$ cat src/rtl/pxu_pkg.sv
package pxu_pkg;

   typedef enum logic [2:0] {
      PXU_D1       = 3'd0,
      PXU_D2       = 3'd1,
      PXU_D4       = 3'd2,
      PXU_D8       = 3'd3,
      PXU_D16_5551 = 3'd4,
      PXU_D24      = 3'd5,
      PXU_D16_565  = 3'd6,
      PXU_D12      = 3'd7
   } pxu_depth_e;

   typedef enum logic [1:0] {
      PXU_ORD_LE     = 2'd0,
      PXU_ORD_BEPIX  = 2'd1,
      PXU_ORD_BEBYTE = 2'd2
   } pxu_order_e;

   typedef enum logic [1:0] {
      PXU_FMT_5551 = 2'd0,
      PXU_FMT_565  = 2'd1,
      PXU_FMT_444  = 2'd2,
      PXU_FMT_888  = 2'd3
   } pxu_fmt_e;

   // log2 of the container width in bits
   function automatic logic [2:0] pxu_lg_bits(input pxu_depth_e d);
      case (d)
         PXU_D1:  return 3'd0;
         PXU_D2:  return 3'd1;
         PXU_D4:  return 3'd2;
         PXU_D8:  return 3'd3;
         PXU_D24: return 3'd5;
         default: return 3'd4;
      endcase
   endfunction

   function automatic logic [7:0] pxu_exp4(input logic [3:0] c);
      return {c, c};
   endfunction

   function automatic logic [7:0] pxu_exp5(input logic [4:0] c);
      return {c, c[4:2]};
   endfunction

   function automatic logic [7:0] pxu_exp6(input logic [5:0] c);
      return {c, c[5:4]};
   endfunction

endpackage

$ cat src/rtl/pxu_slot_pick.sv
module pxu_slot_pick
   import pxu_pkg::*;
#(
   parameter int WORD_W = 32,
   parameter int SLOT_W = 5
) (
   input  logic [WORD_W-1:0] word,
   input  logic [2:0]        lg,
   input  logic [SLOT_W-1:0] slot,
   input  pxu_order_e        order,
   output logic [WORD_W-1:0] field
);
   localparam int POS_W = SLOT_W + 1;

   logic [POS_W-1:0]  wid;
   logic [POS_W-1:0]  off;
   logic [POS_W-1:0]  pos;
   logic [WORD_W-1:0] mask;

   always_comb begin
      wid = POS_W'(1) << lg;
      off = POS_W'(slot) << lg;
      case (order)
         PXU_ORD_BEBYTE: pos = POS_W'(WORD_W) - off - wid;
         PXU_ORD_BEPIX: begin
            if (lg < 3'd3)
               pos = (off & ~POS_W'(7)) + (POS_W'(8) - wid) - (off & POS_W'(7));
            else
               pos = off;
         end
         default: pos = off;
      endcase
      if (int'(lg) >= SLOT_W)
         mask = '1;
      else
         mask = (WORD_W'(1) << wid) - WORD_W'(1);
      field = (word >> pos) & mask;
   end

endmodule

$ cat src/rtl/pxu_color_conv.sv
module pxu_color_conv
   import pxu_pkg::*;
#(
   parameter int WORD_W        = 32,
   parameter int COMP_W        = 8,
   parameter bit BASIC_VARIANT = 1'b1
) (
   input  logic [WORD_W-1:0] raw,
   input  pxu_depth_e        depth,
   input  logic              bgr,
   input  logic [1:0]        fmt_sel,
   output logic              is_index,
   output logic [COMP_W-1:0] index,
   output logic [COMP_W-1:0] r,
   output logic [COMP_W-1:0] g,
   output logic [COMP_W-1:0] b
);
   pxu_fmt_e   fmt16;
   logic       swap16;
   pxu_fmt_e   fmt;
   logic       swap;
   logic [7:0] cr, cg, cb;

   generate
      if (BASIC_VARIANT) begin : g_mux16
         always_comb begin
            case (fmt_sel)
               2'd1:    begin fmt16 = PXU_FMT_5551; swap16 = bgr;  end
               2'd3:    begin fmt16 = PXU_FMT_565;  swap16 = 1'b1; end
               default: begin fmt16 = PXU_FMT_565;  swap16 = bgr;  end
            endcase
         end
      end else begin : g_fixed16
         always_comb begin
            fmt16  = PXU_FMT_5551;
            swap16 = bgr;
         end
      end
   endgenerate

   always_comb begin
      swap = bgr;
      case (depth)
         PXU_D16_5551: begin fmt = fmt16; swap = swap16; end
         PXU_D16_565:  fmt = PXU_FMT_565;
         PXU_D12:      fmt = PXU_FMT_444;
         PXU_D24:      fmt = PXU_FMT_888;
         default:      fmt = PXU_FMT_5551;
      endcase

      case (fmt)
         PXU_FMT_565: begin
            cr = pxu_exp5(raw[4:0]);
            cg = pxu_exp6(raw[10:5]);
            cb = pxu_exp5(raw[15:11]);
         end
         PXU_FMT_444: begin
            cr = pxu_exp4(raw[3:0]);
            cg = pxu_exp4(raw[7:4]);
            cb = pxu_exp4(raw[11:8]);
         end
         PXU_FMT_888: begin
            cr = raw[7:0];
            cg = raw[15:8];
            cb = raw[23:16];
         end
         default: begin
            cr = pxu_exp5(raw[4:0]);
            cg = pxu_exp5(raw[9:5]);
            cb = pxu_exp5(raw[14:10]);
         end
      endcase

      is_index = (depth <= PXU_D8);
      index    = raw[COMP_W-1:0];
      r        = swap ? cb : cr;
      g        = cg;
      b        = swap ? cr : cb;
   end

endmodule

$ cat src/rtl/pxu_line_calc.sv
module pxu_line_calc
   import pxu_pkg::*;
#(
   parameter int COL_W = 12
) (
   input  logic [COL_W-1:0] cols,
   input  pxu_depth_e       depth,
   output logic [COL_W+1:0] line_bytes
);
   localparam int LB_W = COL_W + 2;

   logic [LB_W-1:0] c;

   always_comb begin
      c = LB_W'(cols);
      case (depth)
         PXU_D1:  line_bytes = c >> 3;
         PXU_D2:  line_bytes = c >> 2;
         PXU_D4:  line_bytes = c >> 1;
         PXU_D8:  line_bytes = c;
         PXU_D24: line_bytes = c << 2;
         default: line_bytes = c << 1;
      endcase
   end

endmodule

$ cat src/rtl/pixel_unpacker.sv
module pixel_unpacker
   import pxu_pkg::*;
#(
   parameter int WORD_W        = 32,
   parameter int COMP_W        = 8,
   parameter int COL_W         = 12,
   parameter bit BASIC_VARIANT = 1'b1
) (
   input  logic              clk,
   input  logic              rst_n,
   input  logic [2:0]        cfg_depth,
   input  logic              cfg_be_byte,
   input  logic              cfg_be_pix,
   input  logic              cfg_bgr,
   input  logic [1:0]        cfg_fmt_sel,
   input  logic [COL_W-1:0]  cfg_cols,
   input  logic [WORD_W-1:0] in_word,
   input  logic              in_valid,
   output logic              in_ready,
   output logic              out_valid,
   input  logic              out_ready,
   output logic              out_is_index,
   output logic [COMP_W-1:0] out_index,
   output logic [COMP_W-1:0] out_r,
   output logic [COMP_W-1:0] out_g,
   output logic [COMP_W-1:0] out_b,
   output logic [COL_W+1:0]  line_bytes
);
   localparam int SLOT_W = $clog2(WORD_W);

   generate
      if (WORD_W != 32) begin : g_bad_word
         $error("pixel_unpacker: WORD_W must be 32");
      end
      if (COMP_W != 8) begin : g_bad_comp
         $error("pixel_unpacker: COMP_W must be 8");
      end
      if (COL_W < 4) begin : g_bad_cols
         $error("pixel_unpacker: COL_W too small");
      end
   endgenerate

   pxu_depth_e        depth;
   pxu_order_e        order;
   logic [2:0]        lg;
   logic [SLOT_W-1:0] slot_max;
   logic [SLOT_W-1:0] slot_q;
   logic [WORD_W-1:0] word_q;
   logic              full_q;
   logic              is_last;
   logic              take_in;
   logic              take_out;
   logic [WORD_W-1:0] field;

   always_comb begin
      depth    = pxu_depth_e'(cfg_depth);
      lg       = pxu_lg_bits(depth);
      slot_max = SLOT_W'((WORD_W >> lg) - 1);
      if (cfg_be_byte)     order = PXU_ORD_BEBYTE;
      else if (cfg_be_pix) order = PXU_ORD_BEPIX;
      else                 order = PXU_ORD_LE;
      is_last  = (slot_q == slot_max);
      take_out = full_q & out_ready;
      in_ready = ~full_q | (is_last & out_ready);
      take_in  = in_valid & in_ready;
      out_valid = full_q;
   end

   always_ff @(posedge clk or negedge rst_n) begin
      if (!rst_n) begin
         full_q <= 1'b0;
         slot_q <= '0;
         word_q <= '0;
      end else if (take_in) begin
         full_q <= 1'b1;
         slot_q <= '0;
         word_q <= in_word;
      end else if (take_out) begin
         if (is_last) full_q <= 1'b0;
         else         slot_q <= slot_q + SLOT_W'(1);
      end
   end

   pxu_slot_pick #(.WORD_W(WORD_W), .SLOT_W(SLOT_W)) pick_i (
      .word  (word_q),
      .lg    (lg),
      .slot  (slot_q),
      .order (order),
      .field (field)
   );

   pxu_color_conv #(.WORD_W(WORD_W), .COMP_W(COMP_W),
                    .BASIC_VARIANT(BASIC_VARIANT)) conv_i (
      .raw      (field),
      .depth    (depth),
      .bgr      (cfg_bgr),
      .fmt_sel  (cfg_fmt_sel),
      .is_index (out_is_index),
      .index    (out_index),
      .r        (out_r),
      .g        (out_g),
      .b        (out_b)
   );

   pxu_line_calc #(.COL_W(COL_W)) line_i (
      .cols       (cfg_cols),
      .depth      (depth),
      .line_bytes (line_bytes)
   );

endmodule

$ cat config.mk
export PLATFORM = sky130hd
export DESIGN_NAME = pixel_unpacker
export DESIGN_NICKNAME = d
export VERILOG_FILES = /design/src/rtl/pxu_pkg.sv /design/src/rtl/pxu_slot_pick.sv /design/src/rtl/pxu_color_conv.sv /design/src/rtl/pxu_line_calc.sv /design/src/rtl/pixel_unpacker.sv
export SDC_FILE = /design/constraint.sdc
export NUM_CORES = 1
export LEC_CHECK = 0
export BUFFER_PORTS_ARGS = -buffer_cell sky130_fd_sc_hd__buf_2
export CAP_MARGIN = 20
export CORE_AREA = 2 2 144 146
export DETAILED_ROUTE_END_ITERATION = 6
export DIE_AREA = 0 0 146 148
export GPL_ROUTABILITY_DRIVEN = 0
export MAX_ROUTING_LAYER = met4
export SETUP_SLACK_MARGIN = 0.02
export SLEW_MARGIN = 25
export SYNTH_ARGS = -nofsm -noshare
export SYNTH_HDL_FRONTEND = slang
export SYNTH_SLANG_ARGS = --single-unit
$ cat constraint.sdc
create_clock -name clk -period 7.9 [get_ports clk]
set_clock_uncertainty 0.1 [all_clocks]
set_input_delay 0.395 -clock clk [delete_from_list [all_inputs] [get_ports clk]]
set_output_delay 0.395 -clock clk [all_outputs]
set_load 0.005 [all_outputs]
==> Word level (Yosys, flattened, before mapping) <==
Index checks and enable logic that the tools add are counted.
{ "word_totals": {"register_bits": 38, "output_inout_bits": 49, "wordCells": 68, "in_bits": 56} }
{ "classes": {"addsub": 8, "n_lt_le_gt_ge": 3, "reduce_logical": 5, "bitwise_logic": 6, "muxes": 22, "shifts": 5, "n_eq_ne": 16} }
{ "op_table": {"columns": ["operator", "n"], "rows": [
  ["one-hot mux 14 bit (5 select lines)", 1],
  ["one-hot mux 8 bit (3 select lines)", 2],
  [">> shifter 32 x 6 -> 24 bit", 1],
  ["bitwise AND 24 bit", 1],
  ["two-way mux 24 bit", 1],
  ["left shift 1 x 6 -> 24 bit, first input constant", 1],
  ["subtractor 24 x 2 -> 24 bit, second input constant", 1],
  ["two-way mux 8 bit", 2],
  ["one-hot mux 8 bit (2 select lines)", 1],
  ["two-way mux 5 bit", 3],
  ["one-hot mux 3 bit (5 select lines)", 1],
  ["== test 3 bit, second input constant", 4],
  ["one-hot mux 6 bit (2 select lines)", 1],
  ["== test 2 bit, second input constant", 4],
  ["one-hot mux 2 bit (4 select lines)", 1],
  ["two-way mux 1 bit", 7],
  ["adder 6 bit", 1],
  ["== test 2 x 1 -> 1 bit, second input constant", 3],
  ["== test 3 x 2 -> 1 bit, second input constant", 2],
  ["two-way mux 6 bit", 1],
  ["left shift 1 x 3 -> 6 bit, first input constant", 1],
  ["left shift 5 x 3 -> 6 bit", 1],
  [">> shifter 6 x 3 -> 5 bit, first input constant", 1],
  ["subtractor 4 x 6 -> 6 bit, first input constant", 1],
  ["18 further kinds", 22]
]} }

==> Depth between registers and ports, before layout <==
{ "depth": {"word_depth": 12, "ltp_mapped": 23, "depth_no_buf": 18} }

==> Hierarchy <==
Synthesis repeated with hierarchy kept, for this count alone.
{ "hier_totals": {"hier_cells": 749, "area_unflattened_um2": 6032.0} }
{ "modules_own_cells": {"columns": ["module", "area_per_inst_um2", "cells_per_inst", "n_inst", "seq_area_each_um2"], "rows": [
  ["pxu_slot_pick", 2621.3, 397, 1, 0.0],
  ["pixel_unpacker", 1888.1, 145, 1, 950.9],
  ["pxu_color_conv", 839.6, 113, 1, 0.0],
  ["pxu_line_calc", 683.2, 94, 1, 0.0]
]} }

==> Least setup slack after synthesis <==
No wires, ideal clock.
{ "synth_path": {"path_type": "input to output", "start": "in cfg_depth[0]", "end": "out out_b[1]", "cell_stages": 21, "slack_ns": 2.761, "required_time_ns": 7.405, "arrival_ns": 4.644, "n_path_buf": 6, "cell_sequence": "buf_4 -> buf_2 -> buf_1 -> buf_1 -> nor2_1 -> inv_1 -> ha_1 -> ha_1 -> ha_1 -> fa_1 -> xor2_1 -> nand4_1 -> o31ai_1 -> or3_1 -> buf_2 -> clkbuf_1 -> a32oi_1 -> a32oi_1 -> a22oi_1 -> nand3_1 -> mux2_2"} }
{ "synth_between": {"elab_chain_len": 12} }
{ "synth_rtl": {"columns": ["element", "line", "text"], "rows": [
  ["start, declared", "pixel_unpacker.sv:11", "input logic [2:0] cfg_depth,"],
  ["== test 3 bit (tied with other cells)", "pxu_pkg.sv:29, pxu_color_conv.sv:43", null],
  ["one-hot mux 3 bit (5 select lines)", "pxu_pkg.sv:29", "case (d)"],
  ["left shift 1 x 3 -> 6 bit", "pxu_slot_pick.sv:21", "wid = POS_W'(1) << lg;"],
  ["subtractor 4 x 6 -> 6 bit", "pxu_slot_pick.sv:27", "pos = (off & ~POS_W'(7)) + (POS_W'(8) - wid) - (off & POS_W'(7));"],
  ["adder 6 bit", "pxu_slot_pick.sv:27", null],
  ["subtractor 6 x 3 -> 6 bit", "pxu_slot_pick.sv:27", null],
  ["two-way mux 6 bit", "pxu_slot_pick.sv:26", "if (lg < 3'd3)"],
  ["one-hot mux 6 bit (2 select lines)", "pxu_slot_pick.sv:23", "case (order)"],
  [">> shifter 32 x 6 -> 24 bit", "pxu_slot_pick.sv:37", "field = (word >> pos) & mask;"],
  ["bitwise AND 24 bit", "pxu_slot_pick.sv:37", null],
  ["one-hot mux 8 bit (3 select lines) or one-hot mux 8 bit (2 select lines) (tied branches)", "pxu_color_conv.sv:51", "case (fmt)"],
  ["two-way mux 8 bit (*)", "pxu_color_conv.sv:78", "b = swap ? cr : cb;"],
  ["end, declared", "pixel_unpacker.sv:26", "output logic [COMP_W-1:0] out_b,"]
]} }
Every way passes the cells marked *; elsewhere a longest branch is shown, timed or not.

==> Final worst setup path <==
{ "layout_path": {"start": "reg slot_q[0]", "end": "out out_b[3]"} }
{ "layout_between": {"elab_chain_len": 9} }
{ "layout_rtl": {"columns": ["element", "line", "text"], "rows": [
  ["start, declared", "pixel_unpacker.sv:47", "logic [SLOT_W-1:0] slot_q;"],
  ["start signal, assigned", "pixel_unpacker.sv:80", "else slot_q <= slot_q + SLOT_W'(1);"],
  ["left shift 5 x 3 -> 6 bit (*)", "pxu_slot_pick.sv:22", "off = POS_W'(slot) << lg;"],
  ["adder 6 bit", "pxu_slot_pick.sv:27", null],
  ["subtractor 6 x 3 -> 6 bit", "pxu_slot_pick.sv:27", null],
  ["two-way mux 6 bit", "pxu_slot_pick.sv:26", null],
  ["one-hot mux 6 bit (2 select lines) (*)", "pxu_slot_pick.sv:23", null],
  [">> shifter 32 x 6 -> 24 bit (*)", "pxu_slot_pick.sv:37", null],
  ["bitwise AND 24 bit (*)", "pxu_slot_pick.sv:37", null],
  ["one-hot mux 8 bit (3 select lines) or one-hot mux 8 bit (2 select lines) (tied branches)", "pxu_color_conv.sv:51", null],
  ["two-way mux 8 bit (*)", "pxu_color_conv.sv:78", null]
]} }
Marks and branches as above.

==> results.md <==
* Routed Wire Length at 19500 µm
* Post-Layout Cell Count at 1061
* CTS tree: built
* Fin nets at around 860
* Die width at 146 µm
* Initial core utilization at 0.295
* Switching Share at 0.494
* Netlist Area Pre-Place at about 5900 µm²
* Die Ht at 148 µm
* HPWL Detailed at between 10000 and 15000 µm
* Worst skew pair latency at roughly 280 ps
* DRT antenna net count at 0
* DR iter-0 viols at around 660
* Share of power burned in registers at 0.182
* Vias in the first global route at about 5.6k
* Maximum buffer depth of the clock tree at 2
* Largest net degree at the start of global routing at 46
* Post-Syn Instances at about 730
* Hold Crit Class: input port to asynchronous set/reset pin
* Drt drc at 0
* TritonCTS Buffers at 5
* Violated checks: hold timing
* Syn_nets at ~800
* Gr ovfl total at 0
* Max Transition Viols Final at 0
* Crit path DAT at around 5700 ps
* GR Util All Layers at 0.182
* Most frequent CP cell: ha_1
* Fill cells at ~2.2k
* Crit end category: output port
* H-tree levels at 2
* Power Density at 325 nW/µm²
* Root buffer cell: clkbuf_16
* Tcrit/Tclk final at 0.786
* Relative slew slack at 0.446
* Setup TNS at 0 ps
* Max stage delay on crit path at about 790 ps
* Clock power share at 0.106
* Synthesis-to-finish area growth at 14.0%
* WP data required at 7400 ps
* Final Cell Area at ~6700 µm²
* Core ar. at roughly 20000 µm²
* Max-cap viol count at 0
* First-pass GRT wire length at between 30000 and 40000 µm
* Vias per cell at between 5 and 6
* Yosys warning count at 0
* FF/Latch Area at 951 µm²
* Unrepaired setup endpoints after global routing: false
* Minimum clock period at approximately 6200 ps
* Via Count at a little over 6k
* Worst-Margin Slew at 831 ps
* Area of the multi-input gates at between 4000 and 5000 µm²
* Psw at between 1000 and 1500 µW
* Primary FF master, synth: dfrtp_1
* Crit Path Category: flip-flop to output port
* Fraction of layout cells with a size suffix above 1 at 0.262
* DR WL/cell at roughly 18 µm
* Leakage at a little under 0.003 µW
* Combinational share of power at 0.712
* Status: complete, but fails checks
* Synth Register Bits at 38
* Placed Instance Area at ~6600 µm²
* CTS clk-pin slew, worst paths at 50 ps
* Setup slack at placement at between 1500 and 2000 ps
* Post-synth ARST share at 1.00
* Critical path's slowest cell: dfrtp_1
* Crit path max fanout at 19
* Final hold vios at 21
* Worst hold slack at -15.3 ps
* DP Cell Count at 1052
* Tot Pwr at around 2200 µW
* Input/output buffers at between 100 and 150
* FF-to-FF path depth at 8
* Commonest non-fill, non-tap cell in the layout: buf_2
* DRT Pass-1 Iters at 5
* Sequential fraction of the synthesis area at 0.161
* Achievable Freq at approximately 160 MHz
* Site row count at 52
* Post-CTS sizing at 0
* Cts hold-fix bufs at 0
* Initial antenna violation count at 2
* Die footprint at approximately 22000 µm²
* Commonest non-fill, non-tap cells in the layout: buf_2, nand2_1, mux2i_1
* Number of clock sinks at 38
* Synth unique cells at around 90
* Setup-failing EPs final at 0
* Post-synth EDFFs at 0
* I/O Pins at approximately 110
* Syn avg cell area at about 8.1 µm²
* Cell breakdown of the critical path: nor4bb_1 > a21o_1 > inv_1 > ha_1 > ha_1 > ha_1 > fa_1 > xor2_1 > nand4_1 > o31ai_1 > or3_1 > nor3_1 > a222oi_1 > a221o_1 > o221ai_1 > mux2_2 > buf_2
* Setup Fix Bufs, Post-CTS at 0
* Reg2reg setup slack at around 5200 ps
* Worst VDD drop at between 90 and 100 µV
* Setup crit start kind: flip-flop
* Int Pwr at about 1100 µW
* Post-route setup slack at ~1700 ps
[cells by family (layout without fill, tap and decap cells)]
kind of cell / count (synthesis) / in the layout / synth area share
fa+ha+maj: 17 / 17 / 0.0385
mux: 120 / 120 / 0.234
buf+inv: 82 / 146 / 0.0671
other cells: 1 / 3 / 0.000635
xor+xnor: 11 / 11 / 0.0212
flops: 38 / 38 / 0.161
compound gates: 228 / 228 / 0.282
simple gates: 228 / 228 / 0.195
[layer usage]
layer,wire length (µm),up-vias,part of all wire,GRT usage
met5,0,-,0,-
met4,251,0,0.013,0.0461
met3,1620,17,0.083,0.0296
met2,8230,289,0.42,0.256
met1,9390,2903,0.48,0.268
li1,-,2921,-,-
[area by class of cell]
cell class                 count  share of cell area
antenna                        2            0.000743
clock buffer                   6              0.0206
clock inverter                 1             0.00446
inverter                      27              0.0150
multi-input combinational    605               0.681
sequential                    38               0.141
tap                          270              0.0502
timing repair buffer         112              0.0866
[sequential cells by signal (all words and copies together) (netlist names)]
register,flops
slot_q,5
out_valid,1
word_q,32
[power groups by stage]
stage          registers [µW]  clock network (µW)  logic [µW]
2_1_floorplan             348                   0        1140
3_3_place_gp              397                   0        1510
3_5_place_dp              402                   0        1520
4_1_cts                   398                 240        1530
5_1_grt                   414                 249        1690
6_report                  397                 232        1560
[critical path: cells and delay by family (launching register included)]
family / cells / cell delay, ps
compound gates: 5 / 1400
simple gates: 4 / 1260
mux: 1 / 320
fa+ha+maj: 4 / 1280
xor+xnor: 1 / 160
flops: 1 / 790
buf+inv: 2 / 210
[Yosys cell counts, drive strengths merged, types with 9 or more instances]
cell     n  area share
ha      15       0.032
mux2    51       0.097
and2    16       0.017
o211ai  12       0.015
nor2b    9      0.0095
a21oi   40       0.035
a22oi   13       0.017
nor2    49       0.032
a211oi  14       0.019
mux4     9       0.035
o22ai   13       0.014
buf     37       0.039
dfrtp   38        0.16
o31ai   11       0.014
o21ai   38       0.035
inv     22       0.014
nand3   24       0.022
mux2i   60        0.10
clkbuf  18       0.011
nand4   17       0.018
nor3    14       0.014
nand2   65       0.042
[path summary, 6_finish.rpt]
path / start / endpoint
max reg2reg: slot_q[0] / word_q[4]
max in group asynchronous: rst_n / word_q[6]
min: rst_n / slot_q[2]
max: slot_q[0] / out_b[3]
min reg2reg: word_q[0] / word_q[0]
min in group clk: in_valid / out_valid
[stage by stage]
stage / hold slack, ps / utilization
6_report: -15.3 / 0.336
5_1_grt: 24.4 / 0.336
4_1_cts: 190 / 0.336
3_5_place_dp: 416 / 0.327
3_3_place_gp: 417 / 0.327
2_1_floorplan: -0.591 / -
No activity file was read; power rests on OpenSTA's default activity.
